===== config.mk =====
export PLATFORM = sky130hd
export DESIGN_NAME = slide_hist
export DESIGN_NICKNAME = d
export VERILOG_FILES = /design/src/rtl/slide_hist_pkg.sv /design/src/rtl/sh_pix_delay.sv /design/src/rtl/sh_clear_seq.sv /design/src/rtl/sh_bin_ram.sv /design/src/rtl/slide_hist.sv
export SDC_FILE = /design/constraint.sdc
export NUM_CORES = 2
export LEC_CHECK = 0
export BUFFER_PORTS_ARGS = -buffer_cell sky130_fd_sc_hd__buf_4
export CAP_MARGIN = 20
export CELL_PAD_IN_SITES_DETAIL_PLACEMENT = 1
export CELL_PAD_IN_SITES_GLOBAL_PLACEMENT = 1
export CORE_UTILIZATION = 28
export CTS_CLUSTER_DIAMETER = 40
export CTS_CLUSTER_SIZE = 28
export DETAILED_ROUTE_END_ITERATION = 10
export GPL_TIMING_DRIVEN = 1
export HOLD_SLACK_MARGIN = 0.06
export PLACE_DENSITY_LB_ADDON = 0.1
export SLEW_MARGIN = 20
export SYNTH_ARGS = -nofsm -noshare
export SYNTH_HDL_FRONTEND = slang
export SYNTH_SLANG_ARGS = --single-unit
export TNS_END_PERCENT = 50

===== constraint.sdc =====
create_clock -name clk -period 2.58 [get_ports clk]
set_input_delay 0.258 -clock clk [delete_from_list [all_inputs] [get_ports clk]]
set_output_delay 0.258 -clock clk [all_outputs]
set_load 0.03 [all_outputs]

===== src/rtl/slide_hist_pkg.sv =====
// Package: shared constants and the per-pixel update record.
package slide_hist_pkg;
    localparam int PIX_W = 8;
    localparam int NBINS = 1 << PIX_W;

    typedef logic [PIX_W-1:0] pix_t;

    typedef struct packed {
        logic inc_en;
        logic dec_en;
        pix_t inc_bin;
        pix_t dec_bin;
    } upd_t;
endpackage


===== src/rtl/sh_pix_delay.sv =====
// Module: pixel delay line of WIN stages plus fill counter.
// Shifts on push only; `oldest` is the value accepted WIN pushes ago once
// `full` is high. Assumes WIN >= 1.
module sh_pix_delay
    import slide_hist_pkg::*;
#(
    parameter int WIN = 5
) (
    input  logic clk,
    input  logic rst_n,
    input  logic push,
    input  pix_t din,
    output pix_t oldest,
    output logic full
);
    localparam int FILL_W = $clog2(WIN + 1);

    pix_t              tap [WIN];
    logic [FILL_W-1:0] fill;

    // First stage takes the incoming pixel.
    always_ff @(posedge clk) begin
        if (!rst_n)    tap[0] <= '0;
        else if (push) tap[0] <= din;
    end

    genvar gi;
    generate
        for (gi = 1; gi < WIN; gi++) begin : g_stage
            // Each later stage takes its predecessor on push.
            always_ff @(posedge clk) begin
                if (!rst_n)    tap[gi] <= '0;
                else if (push) tap[gi] <= tap[gi-1];
            end
        end
    endgenerate

    // Counts accepted pixels until the line holds a full window.
    always_ff @(posedge clk) begin
        if (!rst_n)                                fill <= '0;
        else if (push && fill != FILL_W'(WIN))     fill <= fill + 1'b1;
    end

    assign oldest = tap[WIN-1];
    assign full   = (fill == FILL_W'(WIN));

    assert_fill_bound_R4: assert property (@(posedge clk) disable iff (!rst_n)
        full |=> full)
        else $error("window fill dropped without reset");
endmodule


===== src/rtl/sh_clear_seq.sv =====
// Module: post-reset clear sequencer.
// Walks every bin index once, requesting a zero write each cycle, then
// raises `ready` and holds it until the next reset.
module sh_clear_seq
    import slide_hist_pkg::*;
(
    input  logic clk,
    input  logic rst_n,
    output logic clr_we,
    output pix_t clr_bin,
    output logic ready
);
    pix_t idx;

    // Advances the clear index and flags completion after the last bin.
    always_ff @(posedge clk) begin
        if (!rst_n) begin
            idx   <= '0;
            ready <= 1'b0;
        end else if (!ready) begin
            idx <= idx + 1'b1;
            if (idx == pix_t'(NBINS - 1)) ready <= 1'b1;
        end
    end

    assign clr_we  = !ready;
    assign clr_bin = idx;

    assert_ready_sticky_R1: assert property (@(posedge clk) disable iff (!rst_n)
        ready |=> ready)
        else $error("ready fell without reset");
endmodule


===== src/rtl/sh_bin_ram.sv =====
// Module: bin storage with two write ports and two registered read ports.
// The read ports bypass same-cycle writes (write-first), so a read issued
// while an earlier update commits returns the new count. A third registered
// read port, without bypass, serves external queries.
module sh_bin_ram
    import slide_hist_pkg::*;
#(
    parameter int CNT_W = 3
) (
    input  logic             clk,
    input  logic             rst_n,
    input  logic             we_a,
    input  pix_t             wa,
    input  logic [CNT_W-1:0] wd_a,
    input  logic             we_b,
    input  pix_t             wb,
    input  logic [CNT_W-1:0] wd_b,
    input  pix_t             ra,
    input  pix_t             rb,
    output logic [CNT_W-1:0] qa,
    output logic [CNT_W-1:0] qb,
    input  pix_t             rq,
    output logic [CNT_W-1:0] qq
);
    logic [CNT_W-1:0] mem [NBINS];

    function automatic logic [CNT_W-1:0] fwd(input pix_t adr, input logic [CNT_W-1:0] stored,
                                             input logic ea, input pix_t aa, input logic [CNT_W-1:0] da,
                                             input logic eb, input pix_t ab, input logic [CNT_W-1:0] db);
        if (ea && aa == adr)      return da;
        else if (eb && ab == adr) return db;
        else                      return stored;
    endfunction

    // Commits both write ports.
    always_ff @(posedge clk) begin
        if (we_a) mem[wa] <= wd_a;
        if (we_b) mem[wb] <= wd_b;
    end

    // Registers the two update reads with write-first bypass.
    always_ff @(posedge clk) begin
        if (!rst_n) begin
            qa <= '0;
            qb <= '0;
        end else begin
            qa <= fwd(ra, mem[ra], we_a, wa, wd_a, we_b, wb, wd_b);
            qb <= fwd(rb, mem[rb], we_a, wa, wd_a, we_b, wb, wd_b);
        end
    end

    // Registers the query read.
    always_ff @(posedge clk) begin
        if (!rst_n) qq <= '0;
        else        qq <= mem[rq];
    end

    assert_port_clash_R6: assert property (@(posedge clk) disable iff (!rst_n)
        (we_a && we_b) |-> (wa != wb))
        else $error("both write ports hit one bin");
endmodule


===== src/rtl/slide_hist.sv =====
// Module: sliding-window histogram top.
// Stage 1 (accept edge): reads the arriving and departing bins and records
// which of them to touch. Stage 2 (next edge): writes count+1 and count-1.
// Assumes WIN >= 1; pixels are taken only while `ready` is high.
module slide_hist
    import slide_hist_pkg::*;
#(
    parameter  int WIN   = 5,
    localparam int CNT_W = $clog2(WIN + 1)
) (
    input  logic             clk,
    input  logic             rst_n,
    input  logic             pix_valid,
    input  logic [7:0]       pix_in,
    output logic             ready,
    input  logic [7:0]       rd_bin,
    output logic [CNT_W-1:0] rd_count
);
    logic             accept, full, same, clr_we;
    pix_t             oldest, clr_bin;
    upd_t             upd_d, upd_q;
    logic             we_a, we_b;
    pix_t             wa;
    logic [CNT_W-1:0] wd_a, wd_b, qa, qb;

    assign accept = pix_valid && ready;
    assign same   = full && (oldest == pix_in);

    sh_pix_delay #(.WIN(WIN)) u_delay (
        .clk(clk), .rst_n(rst_n), .push(accept), .din(pix_in),
        .oldest(oldest), .full(full)
    );

    sh_clear_seq u_clear (
        .clk(clk), .rst_n(rst_n), .clr_we(clr_we), .clr_bin(clr_bin), .ready(ready)
    );

    // Builds this pixel's update: skip both sides when values match.
    always_comb begin
        upd_d.inc_en  = accept && !same;
        upd_d.dec_en  = accept && full && !same;
        upd_d.inc_bin = pix_in;
        upd_d.dec_bin = oldest;
    end

    // Holds the update for the write-back stage.
    always_ff @(posedge clk) begin
        if (!rst_n) upd_q <= '0;
        else        upd_q <= upd_d;
    end

    // Port A serves the clear pass first, then increments; port B decrements.
    always_comb begin
        we_a = clr_we ? 1'b1    : upd_q.inc_en;
        wa   = clr_we ? clr_bin : upd_q.inc_bin;
        wd_a = clr_we ? '0      : qa + 1'b1;
        we_b = upd_q.dec_en;
        wd_b = qb - 1'b1;
    end

    sh_bin_ram #(.CNT_W(CNT_W)) u_ram (
        .clk(clk), .rst_n(rst_n),
        .we_a(we_a), .wa(wa), .wd_a(wd_a),
        .we_b(we_b), .wb(upd_q.dec_bin), .wd_b(wd_b),
        .ra(pix_in), .rb(oldest), .qa(qa), .qb(qb),
        .rq(rd_bin), .qq(rd_count)
    );

    assert_no_overflow_R9: assert property (@(posedge clk) disable iff (!rst_n)
        upd_q.inc_en |-> (qa < CNT_W'(WIN)))
        else $error("increment of a full bin");

    assert_no_underflow_R9: assert property (@(posedge clk) disable iff (!rst_n)
        upd_q.dec_en |-> (qb != '0))
        else $error("decrement of an empty bin");

    assert_idle_quiet_R10: assert property (@(posedge clk) disable iff (!rst_n)
        !accept |=> !(upd_q.inc_en || upd_q.dec_en))
        else $error("update without an accepted pixel");

    assert_no_early_dec_R4: assert property (@(posedge clk) disable iff (!rst_n)
        !full |=> !upd_q.dec_en)
        else $error("decrement before the window filled");
endmodule


==> metrics.md, run 1 <==
| Metric | Value |
|---|---|
| Status | `stopped before the end` |
| Stopped at | `detailed routing` |
| Stop err | `Error: net1916 1 pin not visited #guides = 34` |
| Compound-gate portion of the synthesized area | `0.09734` |
| Synth Area in Adders | `0.001100` |
| Boundary Pins | `23` |
| Post-Synthesis Cells | `4569` |
| Gr ovfl total | `0` |
| Synth Net Count | `4593` |
| CTS Root Cell | `clkbuf_16` |
| Input/output buffers | `22` |
| EDFF count, synth | `808` |
| #FFs+latches synth | `847` |
| Pin count of the biggest net entering global routing | `75` |
| Cell accounting for the most synthesized area | `edfxtp_1` |
| Core Rows | `165` |
| # H-tree levels | `4` |
| Largest family of logic cells by synthesized area | `multiplexers` |
| DP Wirelength | `217000 um` |
| Area after DPL | `65730 sq um` |
| Initial core utilization | `0.2816` |
| Num CTS Buffers | `197` |
| Post-synth top area share | `0.4268` |
| Top_reg_cell synth | `edfxtp_1` |
| Pre-CTS setup slack | `-715.8 ps` |
| Vias in the first global route | `48320` |
| Netlist cell types | `75` |
| DIE WIDTH | `452.6 um` |
| Sequential element share of the synthesized area | `0.4405` |
| Global-route wire length before repair | `417700 um` |
| GRT Util Overall | `0.2942` |
| Bufs on Longest Clock Path | `3` |
| Post-Synth Simple-Gate Area | `0.08312` |
| Mean area per synthesized cell | `12.44 sq um` |
| Fraction of synthesis flops using an asynchronous set or reset pin | `0` |
| Syn Std Cell Area | `56850 sq um` |
| Clk sink count | `847` |
| Worst EP Category | `register data pin` |
| Worst-path endpoint after global-route repair_timing | `u_ram.qb[1]$_SDFF_PN0_/D` |
| Ranking of synthesized cells by area | `edfxtp_1 (43%), mux4_2 (22%), mux2i_1 (10%), o21ai_0 (3.5%), nand2_1 (3.4%)` |
| Initial antenna violation count | `17` |
| Xor/xnor cell area share of the yosys netlist | `0.007548` |
| YS warnings | `0` |
| Gpl congestion | `0.9582` |
| Multiplexer area fraction after synthesis | `0.3272` |
| Die Span Y | `452.6 um` |
## Yosys cell counts, types with 9 or more instances
cell and number:
buf_6 27, nor2b_1 34, buf_2 70, nand2_1 522
nor3_1 35, a211oi_1 15, mux2_2 10, buf_4 28
a21oi_1 73, xor2_1 16, dfxtp_1 39, a31oi_1 22
o21ai_0 396, o22ai_1 182, inv_1 12, o31ai_1 12
buf_1 38, and2_1 73, mux2i_1 574, o211ai_1 10
mux4_2 556, nand2b_1 25, nand4_1 14, nor2_1 221
a22oi_1 146, edfxtp_1 808, clkbuf_1 356, xnor2_1 33
o221ai_1 9, nor4_1 27, nand3_1 74
## what timing repair did
item	CTS	global route
setup endpoints to repair	205	326
buffers inserted	31	9
gates cloned	1	1
gates resized for setup	82	97
pin swaps	23	20
endpoints found under the hold margin	24	0
hold buffers	11	0
## layer usage
layer,GRT usage
met3,0.05542
met4,0.1216
met2,0.4660
met1,0.3934
met5,0
## logic make-up after synthesis
group                      count (synthesis)
DFF                                      847
buffers and inverters                    536
muxes                                   1149
xor gates and xnor gates                  49
and+or+nand+nor                         1065
adders and majority gates                  5
AOI/OAI and AO/OA                        918
## metrics by stage
stage / instances / TNS [ps]
after floorplan: 4569 / 0
after global placement: 7480 / -9894
after global routing: 7897 / -1346
after detailed placement: 7480 / -10610
after CTS: 7889 / -534.0
==> run 2: changes to the inputs <==
CELL_PAD_IN_SITES_DETAIL_PLACEMENT = not set   (was 1)
CELL_PAD_IN_SITES_GLOBAL_PLACEMENT = not set   (was 1)
CORE_UTILIZATION = 20   (was 28)
CTS_CLUSTER_DIAMETER = not set   (was 40)
CTS_CLUSTER_SIZE = not set   (was 28)
HOLD_SLACK_MARGIN = not set   (was 0.06)
PLACE_DENSITY_LB_ADDON = 0.15   (was 0.1)
==> run 2 against run 1 <==
The flow now finishes, with violations (setup timing). Area after synthesis is the same. Global-route usage is 8.6 points lower. Synthesized cell count stayed put.
==> metrics.md, run 2 <==
| Metric | Value |
|---|---|
| Status | `finished with violations` |
| Failing checks | `setup timing` |
| Syn Std Cell Area | `56850 sq um (unchanged)` |
| Gr ovfl total | `0 (unchanged)` |
| CP arrival | `3500 ps` |
| DRC Markers | `0` |
| Boundary Pins | `23 (unchanged)` |
| YS warnings | `0 (unchanged)` |
| Worst hold path depth | `3` |
| #FFs+latches synth | `847 (unchanged)` |
| CP Capture Type | `register` |
| Netlist cell types | `75 (unchanged)` |
| Largest Register | `u_ram.mem` |
| DRT Pass-1 Iters | `5` |
| Largest registers | `u_ram.mem (768), u_delay.tap (40), upd_q (17)` |
| DIE WIDTH | `535.2 um (+18%)` |
| Largest family of logic cells by synthesized area | `multiplexers` |
| Ranking of synthesized cells by area | `edfxtp_1 (43%), mux4_2 (22%), mux2i_1 (10%), o21ai_0 (3.5%), nand2_1 (3.4%)` |
| CTS Root Cell | `clkbuf_16` |
| Gpl congestion | `0.9065 (-5.4%)` |
| Worst setup SP type | `register` |
| Detail Route Antenna Nets | `0` |
| Post-Synthesis Cells | `4569 (unchanged)` |
| Post-Synth Simple-Gate Area | `0.08312 (unchanged)` |
| Xor/xnor cell area share of the yosys netlist | `0.007548 (unchanged)` |
| Synth Net Count | `4593 (unchanged)` |
| Top_reg_cell synth | `edfxtp_1` |
| Vias in the first global route | `45480 (-5.9%)` |
| Pleak | `22.04 nW` |
| DP Wirelength | `219200 um (+0.99%)` |
| Latest clock arrival within the worst-skew pair | `810 ps` |
| Pin count of the biggest net entering global routing | `131 (+75%)` |
| Worst R2R Setup Slack | `-240 ps` |
| Post-route cell area | `71900 sq um` |
| Total Die Area | `286400 sq um` |
| Sequential Power Share | `0.407` |
| Area after DPL | `67230 sq um (+2.3%)` |
| Combinational Power Share | `0.157` |
| Global-route wire length before repair | `411400 um (-1.5%)` |
| Tmin final | `2821 ps` |
| Post-synth top cells | `edfxtp_1 (808), mux2i_1 (574), mux4_2 (556)` |
| Clk network pwr share | `0.436` |
| CP peak stage delay | `480 ps` |
| Nets | `5019` |
| Compound-gate portion of the synthesized area | `0.09734 (unchanged)` |
| WP depth | `13` |
| Max Fclk | `0.3545 GHz` |
| Fill cells | `29500` |
| Area grow syn2layout | `26.46%` |
| Final Worst Setup Slack | `-240.8 ps` |
| Req. time, crit path | `3260 ps` |
| Core ar. | `282500 sq um` |
| R2R depth | `13` |
| Sequential element share of the synthesized area | `0.4405 (unchanged)` |
| Post-Route WL | `305300 um` |
| Vias per Instance | `5.255` |
| Most common cell in the synthesized netlist | `edfxtp_1` |
| Clk sink count | `847 (unchanged)` |
| Input/output buffers | `22 (unchanged)` |
| Max rail drop VDD | `0.4955 mV` |
| Bufs on Longest Clock Path | `3 (unchanged)` |
| EDFF count, synth | `808 (unchanged)` |
| Fraction of synthesis flops using an asynchronous set or reset pin | `0 (unchanged)` |
| Cell Int Power | `26.19 mW` |
| CTS tree | `yes` |
| Die Span Y | `535.2 um (+18%)` |
| Per-cell routed wire length | `34.57 um` |
| Hold violation total from the final report | `0` |
| Register area | `25050 sq um` |
| Final setup viols | `4` |
| Most common cell after layout, fill and taps aside | `edfxtp_1` |
| Critical path buffers and inverters | `7` |
| GRT Util Overall | `0.2084 (-0.08577)` |
| Synth Area in Adders | `0.001100 (unchanged)` |
| Fin crit share | `1.093` |
| Multiplexer area fraction after synthesis | `0.3272 (unchanged)` |
| WS Path Type | `reg2reg` |
| Switching pwr | `10.69 mW` |
| Min-delay worst type | `in2reg` |
| Vias | `46410` |
| Mean area per synthesized cell | `12.44 sq um (unchanged)` |
| Initial DRC count | `5277` |
| Pwr per Cell Area | `513.0 nW/um^2` |
| Cell accounting for the most synthesized area | `edfxtp_1` |
| Critical-path top delay cell | `mux4_2` |
| Slew HR | `0.2862` |
| Worst setup startpoint | `u_delay.tap[4][0]` |
| Num CTS Buffers | `110 (-44%)` |
| # H-tree levels | `3 (-1)` |
| Final Skew | `50.39 ps` |
| R2R Path Start | `u_delay.tap[4][0]` |
| Max Slew Vio Count | `0` |
| Area of the multi-input gates | `29980 sq um` |
| Initial antenna violation count | `15 (-2)` |
| Max FO, Critical Path | `8` |
| CP cell instances | `buf_6 > buf_16 > buf_16 > buf_4 > buf_12 > buf_12 > mux4_2 > mux2i_1 > a211o_1 > nand4_1 > buf_4 > nand4b_1 > o211ai_1` |
| Post-synth top area share | `0.4268 (unchanged)` |
| Sw frac | `0.2898` |
| MaxCap Viol Count | `0` |
| Core Rows | `195 (+18%)` |
| Cell family with most CP delay | `buffers and inverters` |
| Pwr Total | `36.88 mW` |
| Clk slew on worst S/H paths | `60 ps` |
| Unrepaired setup endpoints after global routing | `yes` |
| Pin slew with the least headroom to its limit | `1071 ps` |
| Highest-count cells in the layout ignoring fill and taps | `edfxtp_1 (808), buf_4 (651), mux2i_1 (565)` |
| Max reg flops | `768` |
| Hold Crit Start | `pix_in[2]` |
| Initial core utilization | `0.2012 (-0.08036)` |
| Layout cells sized above 1 | `0.3299` |
[run 2: cell counts after synthesis]
No cell type changed its count.
[run 2: final cells by class]
cell class | instances | share of cell area
Multi-Input combinational cell | 3186 | 0.4170
Tap cell | 3743 | 0.06514
Clock buffer | 138 | 0.04034
Timing Repair Buffer | 837 | 0.1182
Clock inverter | 65 | 0.01009
Inverter | 13 | 0.0006787
Antenna cell | 3 | 0.0001044
Sequential cell | 847 | 0.3484
[run 2: worst paths after layout]
| check | end |
|---|---|
| max | u_ram.qb[0] |
| min reg2reg | u_delay.tap[2][1] |
| min | upd_q[10] |
| max reg2reg | u_ram.qb[0] |
[run 2: logic make-up after synthesis]
| logic type | Yosys count |
|---|---|
| DFF | 847 |
| muxes | 1149 |
| and+or+nand+nor | 1065 |
| buffers and inverters | 536 |
| AOI/OAI and AO/OA | 918 |
| xor gates and xnor gates | 49 |
| adders and majority gates | 5 |
[run 2: power groups by stage]
stage / Clock (mW) / Sequential (mW) / Combinational, mW
global placement: 0 / 15.3 / 5.61
detailed placement: 0 / 15.3 / 5.58
floorplan: 0 / 15.2 / 2.65
global route: 16.8 / 15.0 / 5.93
CTS: 16.4 / 15.0 / 5.70
finish: 16.1 / 15.0 / 5.79
[run 2: routing by layer]
| layer | track usage | share of wire | vias up |
|---|---|---|---|
| met5 | 0 | 0 | - |
| met4 | 0.08823 | 0.048 | 0 |
| met3 | 0.03274 | 0.067 | 479 |
| met2 | 0.3291 | 0.45 | 2191 |
| met1 | 0.2820 | 0.43 | 24730 |
| li1 | - | - | 19020 |
[run 2: worst register-to-register path, stage by stage (launching register included)]
cell and delay (ps):
edfxtp_1 440, buf_6 170, buf_16 170, buf_16 160, buf_4 140, buf_12 140, buf_12 130, mux4_2 480
mux2i_1 170, a211o_1 150, nand4_1 180, buf_4 240, nand4b_1 90, o211ai_1 80
[run 2: through the flow]
stage | setup TNS (ps) | setup slack, ps | hold WS (ps) | util | std cells
after floorplan | 0 | 41.25 | 460.0 | - | 4569
after global placement | -12520 | -849.0 | 498.4 | 0.2380 | 8582
after detailed placement | -10680 | -783.6 | 503.2 | 0.2380 | 8582
after CTS | -763.5 | -297.1 | 54.34 | 0.2529 | 8811
after global routing | -899.6 | -310.2 | 79.82 | 0.2545 | 8831
final | -641.7 | -240.8 | 118.8 | 0.2545 | 8832
[run 2: what timing repair did]
action	in CTS	in global routing
hold buffers	6	0
setup endpoints to repair	133	212
pin swaps	13	29
setup buffers	18	19
endpoints found under the hold margin	12	0
gates cloned	3	1
gates resized for setup	63	61
No activity file was read; power rests on OpenSTA's default activity.
